<file path="config.mk">
export PLATFORM = sky130hd
export DESIGN_NAME = rtc_sec_alarm
export DESIGN_NICKNAME = d
export VERILOG_FILES = /design/src/rtl/rtc_pkg.sv /design/src/rtl/rtc_time_ctr.sv /design/src/rtl/rtc_alarm_unit.sv /design/src/rtl/rtc_ctrl_regs.sv /design/src/rtl/rtc_sec_alarm.sv
export SDC_FILE = /design/constraint.sdc
export NUM_CORES = 1
export LEC_CHECK = 0
export BUFFER_PORTS_ARGS = -buffer_cell sky130_fd_sc_hd__buf_2
export CORE_MARGIN = 5
export CORE_UTILIZATION = 37
export DETAILED_ROUTE_END_ITERATION = 8
export PLACE_DENSITY = 0.54
export SYNTH_ARGS = -nofsm -noshare
export SYNTH_HDL_FRONTEND = slang
export SYNTH_HIERARCHICAL = 1
export SYNTH_SLANG_ARGS = --single-unit
</file>
<file path="constraint.sdc">
create_clock -name clk -period 2.32 [get_ports clk]
set_input_delay 0.116 -clock clk [delete_from_list [all_inputs] [get_ports clk]]
set_output_delay 0.116 -clock clk [all_outputs]
set_load 0.01 [all_outputs]
</file>
<file path="src/rtl/rtc_pkg.sv">
`timescale 1ns/10ps
package rtc_pkg;
  // register addresses
  localparam int A_SEC  = 0;
  localparam int A_FRAC = 1;
  localparam int A_ALM  = 2;
  localparam int A_CTRL = 3;
  localparam int A_STAT = 4;
  // control bit positions
  localparam int CB_SOFT = 0;
  localparam int CB_HARD = 1;
  localparam int CB_EN   = 3;
  localparam int CB_IE   = 4;
  // status bit positions
  localparam int SB_OVF = 0;
  localparam int SB_ALM = 1;
endpackage

</file>
<file path="src/rtl/rtc_time_ctr.sv">
`timescale 1ns/10ps
module rtc_time_ctr #(
  parameter int SEC_W  = 32,
  parameter int FRAC_W = 15
) (
  input  logic              clk,
  input  logic              rst_n,
  input  logic              run_i,
  input  logic              ld_sec_i,
  input  logic              ld_frac_i,
  input  logic [SEC_W-1:0]  ld_sec_val,
  input  logic [FRAC_W-1:0] ld_frac_val,
  output logic [SEC_W-1:0]  sec_o,
  output logic [FRAC_W-1:0] frac_o,
  output logic              wrap_o
);
  localparam int CNT_W = SEC_W + FRAC_W;

  logic [CNT_W-1:0] cnt_q, cnt_d;
  logic             carry;
  logic             upd;

  // next state: a load wins over counting and suppresses the tick
  always_comb begin
    cnt_d = cnt_q;
    carry = 1'b0;
    if (ld_sec_i || ld_frac_i) begin
      if (ld_sec_i)  cnt_d[CNT_W-1:FRAC_W] = ld_sec_val;
      if (ld_frac_i) cnt_d[FRAC_W-1:0]     = ld_frac_val;
    end else if (run_i) begin
      {carry, cnt_d} = {1'b0, cnt_q} + (CNT_W+1)'(1);
    end
  end

  assign upd = ld_sec_i | ld_frac_i | run_i;

  always_ff @(posedge clk or negedge rst_n) begin
    if (!rst_n)   cnt_q <= '0;
    else if (upd) cnt_q <= cnt_d;
  end

  assign sec_o  = cnt_q[CNT_W-1:FRAC_W];
  assign frac_o = cnt_q[FRAC_W-1:0];
  assign wrap_o = carry;
endmodule

</file>
<file path="src/rtl/rtc_alarm_unit.sv">
`timescale 1ns/10ps
module rtc_alarm_unit #(
  parameter int SEC_W = 32
) (
  input  logic             clk,
  input  logic             rst_n,
  input  logic             alm_wr_i,
  input  logic [SEC_W-1:0] alm_val_i,
  input  logic [SEC_W-1:0] sec_i,
  input  logic             flag_clr_i,
  output logic [SEC_W-1:0] alm_o,
  output logic             flag_o
);
  localparam logic [SEC_W-1:0] UNSET = '1;

  logic [SEC_W-1:0] alm_q;
  logic             flag_q, flag_d;
  logic             hit;

  assign hit = (sec_i == alm_q) && (alm_q != UNSET);

  // set has priority over a write-one clear
  always_comb begin
    flag_d = hit | (flag_q & ~flag_clr_i);
  end

  always_ff @(posedge clk or negedge rst_n) begin
    if (!rst_n)        alm_q <= UNSET;
    else if (alm_wr_i) alm_q <= alm_val_i;
  end

  always_ff @(posedge clk or negedge rst_n) begin
    if (!rst_n) flag_q <= 1'b0;
    else        flag_q <= flag_d;
  end

  assign alm_o  = alm_q;
  assign flag_o = flag_q;
endmodule

</file>
<file path="src/rtl/rtc_ctrl_regs.sv">
`timescale 1ns/10ps
module rtc_ctrl_regs (
  input  logic clk,
  input  logic rst_n,
  input  logic ctrl_wr_i,
  input  logic soft_v,
  input  logic hard_v,
  input  logic en_v,
  input  logic ie_v,
  input  logic ovf_set_i,
  input  logic ovf_clr_i,
  output logic soft_o,
  output logic hard_o,
  output logic en_o,
  output logic ie_o,
  output logic ovf_o
);
  logic soft_q, hard_q, en_q, ie_q, ovf_q;
  logic soft_d, hard_d, en_d, ie_d, ovf_d;

  always_comb begin
    soft_d = ctrl_wr_i ? soft_v : soft_q;
    hard_d = hard_q | (ctrl_wr_i & hard_v);   // sticky until reset
    en_d   = ctrl_wr_i ? en_v : en_q;
    ie_d   = ctrl_wr_i ? ie_v : ie_q;
    ovf_d  = ovf_set_i | (ovf_q & ~ovf_clr_i);
  end

  always_ff @(posedge clk or negedge rst_n) begin
    if (!rst_n) begin
      soft_q <= 1'b0;
      hard_q <= 1'b0;
      en_q   <= 1'b0;
      ie_q   <= 1'b0;
    end else if (ctrl_wr_i) begin
      soft_q <= soft_d;
      hard_q <= hard_d;
      en_q   <= en_d;
      ie_q   <= ie_d;
    end
  end

  always_ff @(posedge clk or negedge rst_n) begin
    if (!rst_n) ovf_q <= 1'b0;
    else        ovf_q <= ovf_d;
  end

  assign soft_o = soft_q;
  assign hard_o = hard_q;
  assign en_o   = en_q;
  assign ie_o   = ie_q;
  assign ovf_o  = ovf_q;
endmodule

</file>
<file path="src/rtl/rtc_sec_alarm.sv">
`timescale 1ns/10ps
module rtc_sec_alarm #(
  parameter int SEC_W  = 32,
  parameter int FRAC_W = 15,
  parameter int DATA_W = 32,
  parameter int ADDR_W = 3
) (
  input  logic              clk,
  input  logic              rst_n,
  input  logic              wr_en,
  input  logic [ADDR_W-1:0] wr_addr,
  input  logic [DATA_W-1:0] wr_data,
  input  logic [ADDR_W-1:0] rd_addr,
  output logic [DATA_W-1:0] rd_data,
  input  logic              invalid_i,
  output logic              alarm_irq
);
  import rtc_pkg::*;

  // reset: asserted asynchronously, released on the clock
  logic rst_meta, rst_sync_n;
  always_ff @(posedge clk or negedge rst_n) begin
    if (!rst_n) begin
      rst_meta   <= 1'b0;
      rst_sync_n <= 1'b0;
    end else begin
      rst_meta   <= 1'b1;
      rst_sync_n <= rst_meta;
    end
  end

  // write decode
  logic wr_sec, wr_frac, wr_alm, wr_ctrl, wr_stat;
  assign wr_sec  = wr_en && (wr_addr == ADDR_W'(A_SEC));
  assign wr_frac = wr_en && (wr_addr == ADDR_W'(A_FRAC));
  assign wr_alm  = wr_en && (wr_addr == ADDR_W'(A_ALM));
  assign wr_ctrl = wr_en && (wr_addr == ADDR_W'(A_CTRL));
  assign wr_stat = wr_en && (wr_addr == ADDR_W'(A_STAT));

  logic              soft_lk, hard_lk, cnt_en, irq_en, ovf_flag, alm_flag;
  logic              locked, run, wrap;
  logic [SEC_W-1:0]  sec_q, alm_q;
  logic [FRAC_W-1:0] frac_q;

  assign locked = soft_lk | hard_lk;
  assign run    = cnt_en & ~invalid_i & ~ovf_flag;

  rtc_time_ctr #(.SEC_W(SEC_W), .FRAC_W(FRAC_W)) u_ctr (
    .clk         (clk),
    .rst_n       (rst_sync_n),
    .run_i       (run),
    .ld_sec_i    (wr_sec & ~locked),
    .ld_frac_i   (wr_frac & ~locked),
    .ld_sec_val  (wr_data[SEC_W-1:0]),
    .ld_frac_val (wr_data[FRAC_W-1:0]),
    .sec_o       (sec_q),
    .frac_o      (frac_q),
    .wrap_o      (wrap)
  );

  rtc_alarm_unit #(.SEC_W(SEC_W)) u_alm (
    .clk        (clk),
    .rst_n      (rst_sync_n),
    .alm_wr_i   (wr_alm),
    .alm_val_i  (wr_data[SEC_W-1:0]),
    .sec_i      (sec_q),
    .flag_clr_i (wr_stat & wr_data[SB_ALM]),
    .alm_o      (alm_q),
    .flag_o     (alm_flag)
  );

  rtc_ctrl_regs u_regs (
    .clk       (clk),
    .rst_n     (rst_sync_n),
    .ctrl_wr_i (wr_ctrl),
    .soft_v    (wr_data[CB_SOFT]),
    .hard_v    (wr_data[CB_HARD]),
    .en_v      (wr_data[CB_EN]),
    .ie_v      (wr_data[CB_IE]),
    .ovf_set_i (wrap),
    .ovf_clr_i (wr_stat & wr_data[SB_OVF]),
    .soft_o    (soft_lk),
    .hard_o    (hard_lk),
    .en_o      (cnt_en),
    .ie_o      (irq_en),
    .ovf_o     (ovf_flag)
  );

  // read mux
  logic [DATA_W-1:0] ctrl_word, stat_word;
  always_comb begin
    ctrl_word          = '0;
    ctrl_word[CB_SOFT] = soft_lk;
    ctrl_word[CB_HARD] = hard_lk;
    ctrl_word[CB_EN]   = cnt_en;
    ctrl_word[CB_IE]   = irq_en;
    stat_word          = '0;
    stat_word[SB_OVF]  = ovf_flag;
    stat_word[SB_ALM]  = alm_flag;
  end

  always_comb begin
    case (rd_addr)
      ADDR_W'(A_SEC):  rd_data = DATA_W'(sec_q);
      ADDR_W'(A_FRAC): rd_data = DATA_W'(frac_q);
      ADDR_W'(A_ALM):  rd_data = DATA_W'(alm_q);
      ADDR_W'(A_CTRL): rd_data = ctrl_word;
      ADDR_W'(A_STAT): rd_data = stat_word;
      default:         rd_data = '0;
    endcase
  end

  assign alarm_irq = alm_flag & irq_en;
endmodule

</file>
# After elaboration in Yosys (flattened, before gate mapping)
# Index checks and enable logic that the tools add are counted.
[op_classes]
add_sub_neg = 1
n_eq_ne = 12
muxes = 7
bitwise = 21
n_reduce_logical = 12
[op_table]
columns = ["op", "count"]
rows = [
  ["case mux 32 bit (5 select lines)", 1],
  ["two-way mux 47 bit", 2],
  ["adder 47 x 1 -> 48 bit, second input constant", 1],
  ["equality test 32 bit", 1],
  ["two-way mux 32 bit", 1],
  ["!= test 32 bit, second input constant", 1],
  ["two-way mux 15 bit", 1],
  ["equality test 3 x 2 -> 1 bit, second input constant", 4],
  ["AND 1 bit", 10],
  ["equality test 3 x 1 -> 1 bit, second input constant", 2],
  ["equality test 3 bit, second input constant", 2],
  ["logical AND 1 bit", 6],
  ["logical NOT 3 bit", 2],
  ["OR 1 bit", 6],
  ["AND reduction 3 bit", 2],
  ["inverter 1 bit", 5],
  ["!= test 2 x 1 -> 1 bit, second input constant", 2],
  ["two-way mux 1 bit", 2],
  ["nonzero test 2 bit", 1],
  ["logical OR 1 bit", 1],
]
[word_totals]
ff_bits = 87
in_bits = 42
output_inout_bits = 33
elab_cells = 64

# Logic depth before layout (Yosys ltp)
# Gate-level depths: netlist of run 1.
[depth]
ltp_word = 6
ltp_mapped = 10
ltp_nobuf = 8

# Cells and area by module
# The synthesis of run 1 kept the hierarchy.
[modules_own_cells]
columns = ["mod", "instances", "cells_per_inst", "area_per_inst_um2", "seq_area_each_um2"]
rows = [
  ["rtc_time_ctr", 1, 340, 2900.3, 1176.1],
  ["rtc_alarm_unit", 1, 124, 1675.4, 865.8],
  ["rtc_sec_alarm", 1, 105, 854.6, 50.0],
  ["rtc_ctrl_regs", 1, 11, 178.9, 125.1],
]

# Worst setup path before layout of run 1
# Ideal clock, no wire load.
[synth_path]
path_type = "register to register"
start = "reg u_regs.ovf_q (netlist: u_regs/ovf_o)"
end = "reg u_ctr.cnt_q[46]"
setup_time_ps = 82
t_arrival_ps = 2178
required_time_ps = 2238
path_slack_ps = 60
path_stages_with_launch = 8
path_buffers = 1
synth_period_minus_slack_ps = 2260
path_cell_list = "dfrtp_1 -> nor3b_1 -> nand2b_1 -> clkbuf_1 -> nor3_1 -> nand2_1 -> or4_1 -> a31oi_1"
[synth_via]
elab_chain_cells = 4
word_cells_on_any_way = 5
classes_between = "bitwise: 3; reduce/logical: 2"
[synth_lines]
columns = ["element", "line", "text"]
rows = [
  ["start: declaration", "rtc_ctrl_regs.sv:18", "logic soft_q, hard_q, en_q, ie_q, ovf_q;"],
  ["start signal: assignment", "rtc_ctrl_regs.sv:45", "else ovf_q <= ovf_d;"],
  ["inverter 1 bit (*)", "rtc_sec_alarm.sv:46", "assign run = cnt_en & ~invalid_i & ~ovf_flag;"],
  ["AND 1 bit (*)", "rtc_sec_alarm.sv:46", ""],
  ["net run", "rtc_sec_alarm.sv:41", "logic locked, run, wrap;"],
  ["nonzero test 2 bit (no line) or OR 1 bit (tied branches)", "-", ""],
  ["AND reduction 3 bit (no line) (*)", "-", ""],
  ["end signal: assignment", "rtc_time_ctr.sv:39", "else if (upd) cnt_q <= cnt_d;"],
  ["end: declaration", "rtc_time_ctr.sv:19", "logic [CNT_W-1:0] cnt_q, cnt_d;"],
]
# Mark *: on every way through the listed nets, which the timed path passes. The rest lies on a longest branch.
# A chain may end at the register's enable or synchronous reset.

# Worst setup path in the final report of run 1
[layout_path]
start = "reg u_ctr.cnt_q[6]"
end = "reg u_ctr.cnt_q[25]"
[layout_via]
elab_chain_cells = 3
[layout_lines]
columns = ["element", "line", "text"]
rows = [
  ["adder 47 x 1 -> 48 bit", "rtc_time_ctr.sv:31", "{carry, cnt_d} = {1'b0, cnt_q} + (CNT_W+1)'(1);"],
  ["two-way mux 47 bit", "rtc_time_ctr.sv:30", "end else if (run_i) begin"],
  ["two-way mux 47 bit", "rtc_time_ctr.sv:27", "if (ld_sec_i || ld_frac_i) begin"],
]
# Every way passes these cells. The select of a mux whose other input is x is not followed.

==> impl_metrics.env, run 1 <==
export IMPL_grt_max_degree=44
export IMPL_nets=729
export IMPL_syn_instance_count=580
export IMPL_irDropWorstVdd_v=0.000431
export IMPL_crit_path_end_kind="register"
export IMPL_ys_ff_latch=87
export IMPL_p_per_area_nw_per_um2=907
export IMPL_max_freq_mhz=447
export IMPL_p_leak_uw=0.00266
export IMPL_synthesis_nets=623
export IMPL_timing_slew_headroom_pct=60.7
export IMPL_cp_buffers_inverters=1
export IMPL_r2r_end="u_ctr/cnt_q[25]"
export IMPL_drt_pass1_iter_count=5
export IMPL_fp_dieW_um=133
export IMPL_dieHeight_um=133
export IMPL_pin_count=75
export IMPL_nFillCells=1493
export IMPL_synth_flop_cell="dfrtp_1"
export IMPL_reg2reg_depth=6
export IMPL_start_util_pct=37.3
export IMPL_total_power_uw=6190
export IMPL_synth_seq_area_share_pct=39.5
export IMPL_yosys_area_top_type="dfrtp_1"
export IMPL_criticalPathCategory="reg2reg"
export IMPL_crit_end="u_ctr/cnt_q[25]"
export IMPL_synthToLayoutAreaGrowth_pct=21.6
export IMPL_critical_path_top_delay_family="simple AND/OR/NAND/NOR gates"
export IMPL_port_buffers=74
export IMPL_first_iter_violations=419
export IMPL_hp_class="in2reg"
export IMPL_setup_tns_ps=0
export IMPL_gp_congestion=0.931
export IMPL_yosysTopAreaCellShare_pct=24.5
export IMPL_cp_arrival_ps=2440
export IMPL_path_clk_slew_ps=60
export IMPL_wire_per_inst_um=21.5
export IMPL_postSynthAreaPerCell_um2=9.67
export IMPL_cpPeakStageDelay_ps=540
export IMPL_worst_pin_slew_ps=584
export IMPL_avgViaCountPerCell=5.71
export IMPL_status="finished, final reports clean"
export IMPL_cp_max_fo=17
export IMPL_yosys_warnings=6
export IMPL_maxCapViolations=0
export IMPL_synth_most_common_cell="nand2_1"
export IMPL_clk_latency_ps=350
export IMPL_setup_ws_ps=85.0
export IMPL_num_antenna_cells=0
export IMPL_cts_sinks=87
export IMPL_synth_edf_count=0
export IMPL_fin_skew_ps=7.61
export IMPL_cp_slowest_cell="or4_1"
export IMPL_finalSetupViolCount=0
export IMPL_synth_area_leaders="dfrtp_1 25%, dfstp_2 15%, xnor2_1 8.1%"
export IMPL_antenna_found_initial=0
export IMPL_cp_num_cells=6
export IMPL_start_kind="register"
export IMPL_synth_commonest_cells="63 x nand2_1, 55 x dfrtp_1, 52 x xnor2_1"
export IMPL_grt_total_usage_pct=21.5
export IMPL_cts_root_buffer="clkbuf_16"
export IMPL_timing_final_crit_share_pct=96.3
export IMPL_rrSetupSlack_ps=90
export IMPL_grt_pass1_vias=5042
export IMPL_cts_tree="done"
export IMPL_postRouteAntennaNets=0
export IMPL_fin_crit_ps=2230
export IMPL_syn_area_um2=5610
export IMPL_cts_made_buffers=9
export IMPL_rsz0062_at_grt="true"
export IMPL_regToRegStartpoint="u_ctr/cnt_q[6]"
export IMPL_synth_async_reset_ratio_pct=100
export IMPL_via_count=5022
export IMPL_grt_pass1_wl_mm=29.7
export IMPL_dieArea_um2=17700
export IMPL_critPathRequiredTime_ps=2530
export IMPL_cts_htree_levels=3
export IMPL_dp_slack_ps=85.8
export IMPL_wl_mm=18.9
export IMPL_drive_above_1_share_pct=33.3
export IMPL_rows=45
export IMPL_slew_violations=0
export IMPL_path_cells="nand4_1 -> or4_1 -> buf_4 -> nor4_1 -> xnor2_1 -> a21oi_1"
export IMPL_crit_start="u_ctr/cnt_q[6]"
export IMPL_cts_max_path_buffers=2
export IMPL_drc_errors=0
export IMPL_core_area_um2=15000
export IMPL_dpl_hpwl_mm=14.3
export IMPL_hold_viol=0
export IMPL_overflow=0
export IMPL_synthDistinctLibCells=61
[cells in the final DEF (no fill, tap or decap), types with 12 or more instances in the layout]
master / instances
buf_2: 74
nand2_1: 63
dfrtp_1: 54
xnor2_1: 52
buf_4: 48
mux2_2: 36
o21ai_0: 33
nand4_1: 32
dfstp_2: 32
nor2_1: 17
a22o_1: 17
nand3_1: 17
mux2i_1: 16
xor2_1: 15
and4_1: 14
nor4_1: 13
nor3_1: 12
[timing repair]
action                                  4_1_cts  5_1_grt
endpoints found under the setup margin        0        5
buffers inserted                              0        0
resized for setup                             0        5
hold buffers                                  7        0
endpoints found under the hold margin         8        0
[cells by family (layout without fill, tap and decap cells)]
group / count (synthesis) / after routing / share of synthesized area [%]
other: 1 / 1 / 0.0669
AO/OA/AOI/OAI: 93 / 93 / 10.9
XOR/XNOR: 67 / 67 / 10.5
flip-flops: 87 / 87 / 39.5
AND/OR/NAND/NOR: 227 / 227 / 22.6
buffers and inverters: 46 / 157 / 4.39
multiplexers: 58 / 58 / 11.8
adder cells (fa/ha/maj): 1 / 1 / 0.223
[layer usage]
metal	up-vias	GRT usage, %	part of all wire [%]
met5	-	0	0
met4	0	7.54	2.5
met2	166	33.1	45
li1	2323	-	-
met1	2507	31.0	47
met3	26	3.10	5.4
[metrics by stage]
step                hold WS (ps)  instances  cell area, µm²  util, %
global route                9.06        879            6820     45.4
CTS                         1.21        879            6790     45.2
floorplan                   -180        580            5610        -
detailed placement         -95.6        856            6410     42.6
global placement           -97.9        856            6410     42.6
finish                      3.94        879            6820     45.4
[cell type report]
cell class                 count  area (µm²)  share of cell area [%]
clock buffer                  13         250                    3.67
clock inverter                 3        67.6                   0.990
inverter                      11        41.3                   0.605
multi-input combinational    447        3190                    46.7
sequential                    87        2220                    32.6
tap                          188         235                    3.45
timing repair buffer         130         821                    12.0
[report_power, final]
group / total [µW] / internal, µW / switching (µW) / leakage, µW
Clock: 1600 / 975 / 621 / 0.000150
Combinational: 1970 / 993 / 974 / 0.00149
Sequential: 2620 / 2050 / 577 / 0.00103
[flip-flops by register name, indices dropped and copies added (netlist names)]
signal and count:
rst_meta 1, u_regs/en_o 1, u_regs/ie_o 1, u_alm/alm_o 32
rst_sync_n 1, u_regs/ovf_o 1, u_regs/hard_o 1, u_alm/flag_o 1
u_regs/soft_o 1, u_ctr/cnt_q 47
[worst min path at each step]
stage	startpoint	to	slack [ps]	depth (start not counted)
6_report	wr_data[20]	u_ctr/cnt_q[35]	4	3
5_1_grt	wr_data[20]	u_ctr/cnt_q[35]	9	3
4_1_cts	wr_data[2]	u_ctr/cnt_q[2]	1	3
3_5_place_dp	rst_n	rst_meta	-100	1
3_3_place_gp	rst_n	rst_meta	-100	1
2_1_floorplan	rst_n	rst_meta	-180	0
[worst register-to-register path: stages, from the launching register on]
cell and delay [ps]:
dfrtp_1 420, nand4_1 170, or4_1 540, buf_4 220
nor4_1 490, xnor2_1 180, a21oi_1 80
No activity file was read; power rests on OpenSTA's default activity.
==> inputs of run 2 (changes only) <==
- clock period: 2.32 -> 1.9 ns (I/O delays scaled with it)
==> impl_metrics.env, run 2 (synthesized netlist as in run 1, its figures left out) <==
export IMPL_finalInstanceArea_um2=8150
export IMPL_wire_per_inst_um=21.0
export IMPL_critPathRequiredTime_ps=2170
export IMPL_fin_crit_ps=2020
export IMPL_pin_count=75
export IMPL_max_freq_mhz=495
export IMPL_worst_pin_slew_ps=855
export IMPL_slew_violations=0
export IMPL_cp_arrival_ps=2290
export IMPL_first_iter_violations=408
export IMPL_dpl_hpwl_mm=15.4
export IMPL_nets=828
export IMPL_criticalPathCategory="reg2reg"
export IMPL_overflow=0
export IMPL_rrSetupSlack_ps=-120
export IMPL_port_buffers=74
export IMPL_cp_slowest_cell="or4_4"
export IMPL_hold_viol=0
export IMPL_fin_util_pct=54.2
export IMPL_synthToLayoutAreaGrowth_pct=45.3
export IMPL_fp_dieW_um=133
export IMPL_grt_total_usage_pct=23.2
export IMPL_status="finished with violations"
export IMPL_violations="negative setup slack"
export IMPL_cp_max_fo=5
export IMPL_rsz0062_at_grt="true"
export IMPL_hp_class="in2reg"
export IMPL_p_per_area_nw_per_um2=1000
export IMPL_core_area_um2=15000
export IMPL_num_antenna_cells=0
export IMPL_grt_pass1_vias=5465
export IMPL_crit_end="u_ctr/cnt_q[37]"
export IMPL_irDropWorstVdd_v=0.000481
export IMPL_cts_max_path_buffers=2
export IMPL_cts_root_buffer="clkbuf_16"
export IMPL_path_cells="nand4_1 -> or4_4 -> or4b_4 -> xor2_2 -> o21ai_1"
export IMPL_drc_errors=0
export IMPL_grt_max_degree=33
export IMPL_layout_commonest_cell="buf_4"
export IMPL_timing_final_crit_share_pct=106
export IMPL_cp_buffers_inverters=0
export IMPL_cp_num_cells=5
export IMPL_dieArea_um2=17700
export IMPL_start_util_pct=37.3
export IMPL_via_count=5407
export IMPL_finalSetupViolCount=11
export IMPL_rows=45
export IMPL_p_leak_uw=0.00345
export IMPL_largest_reg_flops=47
export IMPL_regArea_um2=2220
export IMPL_path_clk_slew_ps=70
export IMPL_antenna_found_initial=0
export IMPL_crit_path_end_kind="register"
export IMPL_hold_slack_ps=14.8
export IMPL_dieHeight_um=133
export IMPL_r2r_end="u_ctr/cnt_q[37]"
export IMPL_start_kind="register"
export IMPL_crit_start="u_ctr/cnt_q[12]"
export IMPL_maxCapViolations=0
export IMPL_multi_input_area_um2=3640
export IMPL_layout_common_cells="114 x buf_4, 74 x buf_2, 60 x nand2_1, 54 x dfrtp_1, 48 x xnor2_1"
export IMPL_setup_ws_ps=-120
export IMPL_reg2reg_depth=5
export IMPL_wl_mm=20.6
export IMPL_largest_register="u_ctr/cnt_q"
export IMPL_clk_latency_ps=350
export IMPL_avgViaCountPerCell=5.53
export IMPL_timing_slew_headroom_pct=42.8
export IMPL_critical_path_top_delay_family="simple AND/OR/NAND/NOR gates"
export IMPL_cts_htree_levels=3
export IMPL_fin_skew_ps=8.43
export IMPL_cts_sinks=87
export IMPL_cpPeakStageDelay_ps=630
export IMPL_regToRegStartpoint="u_ctr/cnt_q[12]"
export IMPL_gp_congestion=0.884
export IMPL_cts_made_buffers=9
export IMPL_grt_pass1_wl_mm=32.0
export IMPL_drive_above_1_share_pct=46.8
export IMPL_drt_pass1_iter_count=5
export IMPL_place_area_um2=7010
export IMPL_postRouteAntennaNets=0
export IMPL_nFillCells=1371
export IMPL_cts_tree="done"
export IMPL_total_power_uw=8170
run 2: cell count changes in the layout (fill, tap and decap cells not counted), sizes merged:
| cell | change |
|---|---|
| bufinv | -1 |
| buf | +84 |
| dlygate4sd3 | +14 |
| clkinv | +2 |
run 2: through the flow:
| step | worst slack (ps) | cells | TNS (ps) |
|---|---|---|---|
| after CTS | -90.3 | 969 | -682 |
| after global routing | -190 | 978 | -2500 |
| final | -120 | 978 | -541 |
| after global placement | -501 | 924 | -4030 |
| after detailed placement | -488 | 924 | -4830 |
| after floorplan | -121 | 580 | -377 |
run 2: layout make-up:
type | instances | share of cell area [%]
multi-input cells | 447 | 44.7
flip-flops and latches | 87 | 27.3
repair buffers | 229 | 21.1
clock buffers | 12 | 2.90
well taps | 188 | 2.89
clock inverters | 4 | 0.584
inverters | 11 | 0.507
run 2: what timing repair did:
| action | 4_1_cts | 5_1_grt |
|---|---|---|
| pin swaps | 14 | 45 |
| gates resized for setup | 37 | 80 |
| hold endpoints to repair | 31 | 0 |
| endpoints found under the setup margin | 39 | 44 |
| buffers inserted | 8 | 10 |
| hold buffers | 21 | 0 |
| gates cloned | 0 | 1 |
run 2: worst min path at each step:
stage | start | to | slack (ps) | cells past startpoint
after floorplan | rst_n | rst_meta | -200 | 0
after global placement | rst_n | rst_meta | -120 | 1
after detailed placement | rst_n | rst_meta | -120 | 1
after CTS | wr_data[2] | u_ctr/cnt_q[17] | 6 | 3
after global routing | wr_data[2] | u_ctr/cnt_q[17] | 20 | 3
final | wr_data[10] | u_ctr/cnt_q[10] | 10 | 3
run 2: power by group:
part           switching, µW  internal (µW)  total (µW)
clock network            785           1020        1800
registers                495           2500        3000
logic                   1650           1720        3370
total                   2930           5240        8170
run 2: per-layer routing:
metal	routed length, µm	GRT usage [%]
met5	0	0
met2	9670	37.5
met3	1100	3.13
met1	9440	32.9
met4	352	6.29
run 2: worst reg2reg max path, delay by kind of cell, from the launching register on:
family,cells,cell delay [ps]
simple gates,3,1320
flops,1,350
xor+xnor,1,160
compound gates,1,120
==> inputs of run 3 (changes only) <==
- HOLD_SLACK_MARGIN: unset -> 0.15
- PLACE_DENSITY: 0.54 -> unset
==> impl_metrics.env, run 3 (synthesized netlist as in run 1, its figures left out) <==
export IMPL_start_util_pct=37.3
export IMPL_status="finished with violations"
export IMPL_slew_violations=0
export IMPL_hp_class="reg2async"
export IMPL_p_sw_share_pct=35.3
export IMPL_p_leak_uw=0.00346
export IMPL_p_int_uw=5200
export IMPL_start_kind="register"
export IMPL_cts_tree="done"
export IMPL_cts_made_buffers=9
export IMPL_fin_util_pct=54.2
export IMPL_pin_count=75
export IMPL_port_buffers=74
export IMPL_finalInstanceArea_um2=8160
export IMPL_rows=45
export IMPL_p_per_area_nw_per_um2=987
export IMPL_maxCapViolations=0
export IMPL_avgViaCountPerCell=5.61
export IMPL_wl_mm=20.0
export IMPL_wire_per_inst_um=20.3
export IMPL_fin_skew_ps=11.8
export IMPL_crit_path_end_kind="register"
export IMPL_timing_slew_headroom_pct=48.8
export IMPL_cts_sinks=87
export IMPL_combinationalPowerShare_pct=41.1
export IMPL_clockPowerShare_pct=21.7
export IMPL_largest_register="u_ctr/cnt_q"
export IMPL_grt_total_usage_pct=22.6
export IMPL_path_clk_slew_ps=70
export IMPL_via_count=5540
export IMPL_dieHeight_um=133
export IMPL_clk_latency_ps=350
export IMPL_rrSetupSlack_ps=-80
export IMPL_cp_arrival_ps=2240
export IMPL_criticalPathCategory="reg2reg"
export IMPL_layout_common_cells="109 x buf_4, 74 x buf_2, 61 x nand2_1, 54 x dfrtp_1, 52 x xnor2_1"
export IMPL_placedCellCount=920
export IMPL_cts_max_path_buffers=2
export IMPL_overflow=0
export IMPL_drive_above_1_share_pct=44.3
export IMPL_antenna_found_initial=0
export IMPL_grt_pass1_vias=5478
export IMPL_grt_max_degree=45
export IMPL_power_frac_seq_pct=37.2
export IMPL_violations="negative setup slack"
export IMPL_p_sw_uw=2840
export IMPL_dieArea_um2=17700
export IMPL_hold_viol=0
export IMPL_rsz0062_at_grt="true"
export IMPL_cts_htree_levels=3
export IMPL_cts_root_buffer="clkbuf_16"
export IMPL_drt_pass1_iter_count=5
export IMPL_dpl_hpwl_mm=14.9
export IMPL_num_antenna_cells=0
export IMPL_grt_pass1_wl_mm=31.3
export IMPL_place_area_um2=6980
export IMPL_gp_congestion=0.944
export IMPL_critPathRequiredTime_ps=2160
export IMPL_hold_slack_ps=248
export IMPL_synthToLayoutAreaGrowth_pct=45.4
export IMPL_postRouteAntennaNets=0
export IMPL_instances_no_fill=987
export IMPL_layout_commonest_cell="buf_4"
export IMPL_largest_reg_flops=47
export IMPL_max_freq_mhz=506
export IMPL_irDropWorstVdd_v=0.000484
export IMPL_timing_final_crit_share_pct=104
export IMPL_first_iter_violations=486
export IMPL_finalSetupViolCount=5
export IMPL_setup_ws_ps=-78.0
export IMPL_nets=837
export IMPL_fp_dieW_um=133
export IMPL_core_area_um2=15000
export IMPL_cp_max_fo=4
export IMPL_worst_pin_slew_ps=766
export IMPL_fin_crit_ps=1980
export IMPL_drc_errors=0
-- run 3: cell types whose count changed in the layout (fill, tap and decap cells not counted), sizes merged --
| cell | change |
|---|---|
| dlygate4sd3 | +13 |
| inv | -1 |
| buf | -4 |
| clkinvlp | +1 |
-- run 3: area by class of cell --
| class | instances | area [µm²] |
|---|---|---|
| fillers | 1342 | 6880 |
| repair buffers | 238 | 1820 |
| clock buffers | 12 | 236 |
| clock inverters | 4 | 47.5 |
| inverters | 11 | 45.0 |
| flip-flops and latches | 87 | 2220 |
| multi-input cells | 447 | 3550 |
| well taps | 188 | 235 |
-- run 3: repair_timing --
action                                  4_1_cts  5_1_grt
resized for setup                            38       58
pin swaps                                     8       48
endpoints found under the setup margin       33       42
hold buffers                                 34        0
buffers inserted                              8       11
hold endpoints to repair                     85        0
-- run 3: worst paths after layout --
kind	start	to	cells past startpoint
hold reg to reg	rst_sync_n	u_regs/ovf_o	0
max in group asynchronous	rst_sync_n	u_alm/alm_o[14]	1
setup / recovery	u_regs/hard_o	u_ctr/cnt_q[46]	10
hold / removal	rst_sync_n	u_regs/ovf_o	0
setup reg to reg	u_regs/hard_o	u_ctr/cnt_q[46]	10
min in group clk	wr_addr[2]	u_regs/ovf_o	5
-- run 3: metal layers --
| layer | GRT usage, % | vias to the layer above | wire (µm) |
|---|---|---|---|
| met1 | 32.5 | 2753 | 9100 |
| met4 | 6.86 | 0 | 536 |
| li1 | - | 2542 | - |
| met5 | 0 | - | 0 |
| met3 | 3.55 | 41 | 1160 |
| met2 | 35.2 | 204 | 9230 |
-- run 3: critical path, cell delays in order (launching register included) --
cell,delay [ps]
dfrtp_1,340
nor2_1,50
nand2_1,110
nor3b_2,60
buf_4,150
nand2b_4,140
buf_6,140
nor3_4,220
nand2_2,90
or4_4,420
a31oi_1,180
-- run 3: power by group through the flow --
stage                     Combinational [µW]  Sequential [µW]  Clock (µW)
after detailed placement                3050             3000           0
after CTS                               3190             2990        1800
after global placement                  3000             2990           0
after global routing                    3560             3070        1890
after floorplan                         1380             3130           0
final                                   3310             2990        1750
-- run 3: through the flow --
stage	power, µW	setup slack, ps	setup TNS [ps]
2_1_floorplan	4510	-121	-377
3_5_place_dp	6050	-259	-2640
4_1_cts	7980	-83.0	-228
6_report	8050	-78.0	-209
5_1_grt	8520	-170	-1300
3_3_place_gp	5990	-176	-1730
